<file path="src/rtl/mdio_pkg.sv">
package mdio_pkg;
   typedef enum logic {
      OP_READ  = 1'b0,
      OP_WRITE = 1'b1
   } mdio_op_e;

   typedef struct packed {
      mdio_op_e   op;
      logic [4:0] phy;
      logic [4:0] regn;
   } mdio_cmd_t;

   localparam int FRAME_BITS    = 64;
   localparam int RELEASE_BIT   = 47;
   localparam int DATA_FIRST    = 48;
endpackage

</file>
<file path="src/rtl/mdc_divider.sv">
module mdc_divider #(
   parameter int HALF = 20
) (
   input  logic clk,
   input  logic rst_n,
   input  logic run,
   output logic mdc,
   output logic rise_en,
   output logic fall_en
);
   localparam int CW = (HALF > 2) ? $clog2(HALF) : 1;
   localparam logic [CW-1:0] LAST = CW'(HALF - 1);

   logic [CW-1:0] cnt;
   logic          wrap;

   generate
      if (HALF < 2) begin : g_bad_half
         $error("mdc_divider: HALF must be at least 2");
      end
   endgenerate

   assign wrap    = run && (cnt == LAST);
   assign rise_en = wrap && !mdc;
   assign fall_en = wrap && mdc;

   always_ff @(posedge clk) begin
      if (!rst_n || !run) begin
         cnt <= '0;
         mdc <= 1'b0;
      end else if (wrap) begin
         cnt <= '0;
         mdc <= ~mdc;
      end else begin
         cnt <= cnt + 1'b1;
      end
   end
endmodule

</file>
<file path="src/rtl/mdio_frame_engine.sv">
module mdio_frame_engine
   import mdio_pkg::*;
(
   input  logic        clk,
   input  logic        rst_n,
   input  logic        start,
   input  mdio_cmd_t   cmd,
   input  logic [15:0] wdata,
   input  logic        rise_en,
   input  logic        fall_en,
   input  logic        mdio_i,
   output logic        busy,
   output logic        mdio_o,
   output logic        mdio_oe,
   output logic        rd_done,
   output logic [15:0] rd_value
);
   localparam logic [5:0] LAST_BIT = 6'(FRAME_BITS - 1);
   localparam logic [5:0] REL_BIT  = 6'(RELEASE_BIT);
   localparam logic [5:0] DAT_BIT  = 6'(DATA_FIRST);

   logic [FRAME_BITS-1:0] shift_q;
   logic [5:0]            bit_idx;
   logic                  is_read;
   logic [15:0]           cap_q;
   logic                  is_wr;

   assign is_wr = (cmd.op == OP_WRITE);

   always_ff @(posedge clk) begin
      if (!rst_n) begin
         shift_q <= '1;
         bit_idx <= '0;
         is_read <= 1'b0;
         busy    <= 1'b0;
         cap_q   <= '0;
      end else if (start) begin
         shift_q <= {32'hFFFF_FFFF, 2'b01,
                     is_wr ? 2'b01 : 2'b10,
                     cmd.phy, cmd.regn,
                     is_wr ? 2'b10 : 2'b11,
                     is_wr ? wdata : 16'hFFFF};
         bit_idx <= '0;
         is_read <= !is_wr;
         busy    <= 1'b1;
      end else if (busy) begin
         if (rise_en && is_read && (bit_idx >= DAT_BIT))
            cap_q <= {cap_q[14:0], mdio_i};
         if (fall_en) begin
            if (bit_idx == LAST_BIT) begin
               busy <= 1'b0;
            end else begin
               bit_idx <= bit_idx + 1'b1;
               shift_q <= {shift_q[FRAME_BITS-2:0], 1'b1};
            end
         end
      end
   end

   assign mdio_o   = busy ? shift_q[FRAME_BITS-1] : 1'b1;
   assign mdio_oe  = busy && !(is_read && (bit_idx >= REL_BIT));
   assign rd_done  = busy && fall_en && is_read && (bit_idx == LAST_BIT);
   assign rd_value = cap_q;
endmodule

</file>
<file path="src/rtl/mdio_cmd_engine.sv">
module mdio_cmd_engine
   import mdio_pkg::*;
#(
   parameter int CLK_HZ     = 100_000_000,
   parameter int MDC_MAX_HZ = 2_500_000
) (
   input  logic        clk,
   input  logic        rst_n,
   input  logic        reg_wr,
   input  logic        reg_addr,
   input  logic [15:0] reg_wdata,
   output logic [15:0] reg_rdata,
   output logic        mdc,
   output logic        mdio_o,
   output logic        mdio_oe,
   input  logic        mdio_i
);
   localparam int HALF_CYC = (CLK_HZ + 2 * MDC_MAX_HZ - 1) / (2 * MDC_MAX_HZ);

   generate
      if (MDC_MAX_HZ <= 0 || CLK_HZ <= 0) begin : g_bad_freq
         $error("mdio_cmd_engine: clock rates must be positive");
      end
   endgenerate

   mdio_cmd_t   cmd_q;
   mdio_cmd_t   cmd_new;
   logic [15:0] data_q;
   logic [15:0] ctl_view;
   logic [15:0] rd_value;
   logic        busy;
   logic        start;
   logic        rise_en;
   logic        fall_en;
   logic        rd_done;
   logic        unused_ctl_bits;

   assign unused_ctl_bits = ^{reg_wdata[15:14], reg_wdata[7:5]};

   assign cmd_new = '{op: mdio_op_e'(reg_wdata[13]),
                      phy: reg_wdata[12:8],
                      regn: reg_wdata[4:0]};
   assign start = reg_wr && reg_addr && !busy;

   always_ff @(posedge clk) begin
      if (!rst_n) begin
         cmd_q  <= '0;
         data_q <= '0;
      end else begin
         if (start)
            cmd_q <= cmd_new;
         if (rd_done)
            data_q <= rd_value;
         else if (reg_wr && !reg_addr)
            data_q <= reg_wdata;
      end
   end

   assign ctl_view  = {!busy, 1'b0, cmd_q.op, cmd_q.phy, 3'b000, cmd_q.regn};
   assign reg_rdata = reg_addr ? ctl_view : data_q;

   mdc_divider #(.HALF(HALF_CYC)) u_div (
      .clk     (clk),
      .rst_n   (rst_n),
      .run     (busy),
      .mdc     (mdc),
      .rise_en (rise_en),
      .fall_en (fall_en)
   );

   mdio_frame_engine u_frame (
      .clk      (clk),
      .rst_n    (rst_n),
      .start    (start),
      .cmd      (cmd_new),
      .wdata    (data_q),
      .rise_en  (rise_en),
      .fall_en  (fall_en),
      .mdio_i   (mdio_i),
      .busy     (busy),
      .mdio_o   (mdio_o),
      .mdio_oe  (mdio_oe),
      .rd_done  (rd_done),
      .rd_value (rd_value)
   );
endmodule

</file>
<file path="config.mk">
export PLATFORM = sky130hd
export DESIGN_NAME = mdio_cmd_engine
export DESIGN_NICKNAME = d
export VERILOG_FILES = /design/src/rtl/mdio_pkg.sv /design/src/rtl/mdc_divider.sv /design/src/rtl/mdio_frame_engine.sv /design/src/rtl/mdio_cmd_engine.sv
export SDC_FILE = /design/constraint.sdc
export NUM_CORES = 1
export LEC_CHECK = 0
export BUFFER_PORTS_ARGS = -buffer_cell sky130_fd_sc_hd__buf_2
export CAP_MARGIN = 20
export CORE_MARGIN = 10
export CORE_UTILIZATION = 50
export CTS_BUF_LIST = sky130_fd_sc_hd__clkbuf_4
export CTS_CLUSTER_DIAMETER = 80
export CTS_CLUSTER_SIZE = 10
export DETAILED_ROUTE_END_ITERATION = 7
export PLACE_DENSITY = 0.78
export RECOVER_POWER = 50
export SYNTH_ARGS = -nofsm -noshare
export SYNTH_HDL_FRONTEND = slang
export SYNTH_HIERARCHICAL = 1
export SYNTH_SLANG_ARGS = --single-unit
</file>
<file path="constraint.sdc">
create_clock -name clk -period 2.7 [get_ports clk]
set_input_delay 0.27 -clock clk [delete_from_list [all_inputs] [get_ports clk]]
set_output_delay 0.27 -clock clk [all_outputs]
set_load 0.01 [all_outputs]
</file>
==> results.py <==
metrics = {
    "synthesis": {
        "syn_area_per_cell_sq_um": 9.20,
        "synthSimpleGateAreaFrac_pct": 18.6,
        "synthXorXnorAreaFrac_pct": 0.870,
        "syn-cell-area_sq_mm": 0.00503,
        "yosysWarnings": 6,
        "synth.top_cells.by_area": "dfxtp_1, mux2i_1, nand2_1, nand3_1, o21ai_0",
        "ys_ff_latch": 121,
        "synth_edf_count": 0,
        "synth_top_family_by_area": "simple AND/OR/NAND/NOR gates",
        "yosysTopAreaCellShare_pct": 48.1,
        "syn_nets": 570,
        "synth_compound_area_share_pct": 12.2,
        "synthAdderAreaFrac_pct": 0.497,
        "synthArstFlopShare_pct": 0,
        "postSynthCellCount": 547,
        "synthMuxAreaShare_pct": 14.6,
        "ys_seq_area_share_pct": 48.1,
        "yosysTopAreaCell": "dfxtp_1",
        "yosysUniqueCellTypes": 41,
        "ys.flop_type": "dfxtp_1",
    },
    "place": {
        "gp_congestion": 0.811,
        "dp_hpwl_um": 7420,
        "io_buffer_count": 39,
    },
    "route": {
        "drc": 0,
        "viasPerCell": 5.36,
        "antenna_left": 0,
        "via_count": 3873,
        "routed_wl_um": 10700,
        "drtIter0Drc": 386,
        "detail_route.wl_per_cell_um": 14.8,
        "first_pass_iters": 5,
    },
    "min_path": {
        "holdCritPathClass": "in -> reg",
        "min_from": "reg_wdata[11]",
        "min_to": "cmd_q[8]",
        "min_path_cells": 3,
    },
    "floorplan": {
        "io_pins": 40,
        "start_util_pct": 51.5,
        "rows": 36,
        "die_width_um": 120,
        "dieArea_sq_mm": 0.0145,
        "core_area_sq_mm": 0.00977,
        "die_h_um": 120,
    },
    "timing": {
        "clock_skew_ps": 12.8,
        "min_period_over_period_pct": 92.0,
        "drv_slew": 0,
        "fmax_mhz": 403,
        "setup_viol": 0,
        "relSlewSlack_pct": 25.1,
        "finalHoldWorstSlack_ps": 47.9,
        "worst_pin_slew_ps": 1120,
        "finalHoldViolCount": 0,
        "fin_setup_tns_ps": 0,
        "final.min_clock_period_ps": 2480,
        "rsz0062_at_grt": "false",
    },
    "cts": {
        "clk_pin_slew_ps": 100,
        "cts_inserted_buffers": 17,
        "cts_tree": "yes",
        "cts_setup_buffers": 0,
        "cts-root-buf": "clkbuf_4",
        "clock_sinks": 121,
        "clk-insertion-delay-late_ps": 500,
        "ctsLongestPathBuffers": 2,
        "htree_levels": 4,
    },
    "layout": {
        "num-fill-cells": 887,
        "regArea_sq_mm": 0.00242,
        "multi_input_area_sq_mm": 0.00234,
        "area_growth_pct": 9.02,
        "utilization_pct": 56.2,
        "drive_above_1_share_pct": 13.4,
        "nets": 599,
    },
    "setup_path": {
        "critPathKind": "reg -> reg",
        "cpPeakStageDelay_ps": 440,
        "crit_path_start_kind": "flop",
        "r2r-start": "u_div/cnt[0]",
        "cp_slowest_cell": "o21ai_2",
        "critPathLaunch": "u_div/cnt[0]",
        "cp.arrival_ps": 2850,
        "endpoint_kind": "flop",
        "cp_max_fo": 20,
        "ff2ff_path_depth": 8,
        "r2r_slack_ps": 220,
        "crit_chain": "ha_1 -> and4bb_1 -> and3_2 -> and2_0 -> o21ai_2 -> buf_4 -> mux2i_1 -> o21ai_0",
        "r2r_end": "u_frame/shift_q[29]",
        "worst_ep_required_time_ps": 3070,
    },
    "global_route": {
        "grt_pass1_vias": 3852,
        "grt.total_usage_pct": 15.1,
        "grt_max_degree": 86,
        "grt_pass1_wl_um": 18000,
        "grt_overflow": 0,
        "antenna_found_initial": 1,
    },
    "power": {
        "seq_power_share_pct": 58.7,
        "combinationalPowerShare_pct": 7.3,
        "internal_power_w": 0.00240,
        "p_leak_nw": 2.31,
        "pwr-share-clk_pct": 34.0,
        "ir_drop_mv": 0.555,
        "switching_share_pct": 24.7,
        "power.switching_w": 0.000788,
        "powerDensity_mw_per_mm2": 581,
    },
    "status": {
        "status": "complete, no violations",
    },
    "job": {
        "maxCapViolations": 0,
    },
}
-- per-stage QoR --
stage / cell area (sq um) / power, W / setup slack, ps / std cells
detailed placement: 5290 / 0.00215 / 301 / 688
global route: 5490 / 0.00334 / 44.4 / 723
finish: 5490 / 0.00319 / 217 / 723
CTS: 5540 / 0.00323 / 240 / 722
floorplan: 5030 / 0.00207 / 594 / 547
global placement: 5290 / 0.00214 / 437 / 688
-- worst max-delay path by stage --
| stage | to | slack [ps] | depth (start not counted) |
|---|---|---|---|
| final | u_frame/shift_q[29] | 220 | 8 |
| after global routing | u_frame/shift_q[56] | 40 | 8 |
| after CTS | data_q[4] | 240 | 8 |
| after detailed placement | data_q[4] | 300 | 8 |
| after global placement | data_q[15] | 440 | 8 |
| after floorplan | u_frame/rd_value[0] | 590 | 8 |
-- cells in the mapped netlist (2+ instances only) --
library cell,count
dfxtp_1,121
nand2_1,97
mux2i_1,61
nand3_1,49
o21ai_0,47
o211ai_1,27
clkbuf_1,25
a21oi_1,22
nor2b_1,22
mux2_2,11
buf_2,10
nor2_1,8
inv_1,5
buf_6,4
and2_1,3
and3_1,3
xor2_1,3
buf_12,2
ha_1,2
nand2b_1,2
nor3_1,2
xnor2_1,2
-- registers in the layout (all words and copies together) (netlist names) --
signal / cells
u_frame/shift_q: 64
u_frame/bit_idx: 6
data_q: 16
u_frame/is_read: 1
u_div/cnt: 5
u_frame/busy: 1
u_div/mdc: 1
u_frame/rd_value: 16
cmd_q: 11
-- cell families (layout without fill, tap and decap cells) --
kind of cell,after synthesis,in the layout
adders and majority gates,2,2
AOI/OAI and AO/OA,104,104
other,0,1
muxes,72,72
xor gates and xnor gates,5,5
and+or+nand+nor,195,195
buffers and inverters,48,90
DFF,121,121
-- worst max-delay path: cells and delay by family, from the launching register on --
family                     cells  cell delay (ps)
and+or+nand+nor                3              700
AOI/OAI and AO/OA              2              530
buffers and inverters          1              350
DFF                            1              340
adders and majority gates      1              240
muxes                          1              190
-- layout by cell type (no fill, tap or decap), types with 3 or more instances in the layout --
cell / Yosys / routed
dfxtp_1: 121 / 121
nand2_1: 97 / 97
mux2i_1: 61 / 61
nand3_1: 49 / 49
o21ai_0: 47 / 47
o211ai_1: 27 / 27
a21oi_1: 22 / 22
nor2b_1: 22 / 21
buf_2: 10 / 21
clkbuf_4: 0 / 20
clkbuf_1: 25 / 19
mux2_2: 11 / 11
nor2_1: 8 / 8
buf_4: 1 / 8
clkinv_2: 0 / 7
inv_1: 5 / 5
clkinv_1: 0 / 3
xor2_1: 3 / 3
and3_1: 3 / 3
-- area by class of cell --
| class | instances | share of cell area (%) |
|---|---|---|
| Tap cell | 133 | 3.03 |
| Sequential cell | 121 | 44.1 |
| Timing Repair Buffer | 53 | 5.49 |
| Multi-Input combinational cell | 378 | 42.7 |
| Inverter | 5 | 0.342 |
| Antenna cell | 1 | 0.0456 |
| Clock buffer | 20 | 2.74 |
| Clock inverter | 12 | 1.53 |
-- power groups by stage --
stage / clock network [W] / registers, W / logic, W
after global routing: 0.00120 / 0.00188 / 0.000258
final: 0.00108 / 0.00187 / 0.000232
after detailed placement: 0 / 0.00191 / 0.000235
after floorplan: 0 / 0.00190 / 0.000167
after CTS: 0.00112 / 0.00187 / 0.000238
after global placement: 0 / 0.00191 / 0.000227
-- what timing repair did --
item / CTS / global route
setup endpoints to repair: 0 / 0
hold buffers: 2 / 0
resized for setup: 0 / 0
hold endpoints to repair: 2 / 0
-- metal layers --
metal  global-route usage (%)  share of wire, %
met1                     17.4                43
met2                     25.8                51
met3                     4.09               3.9
met4                     6.56               1.7
met5                        0                 0
No activity file was read; power rests on OpenSTA's default activity.
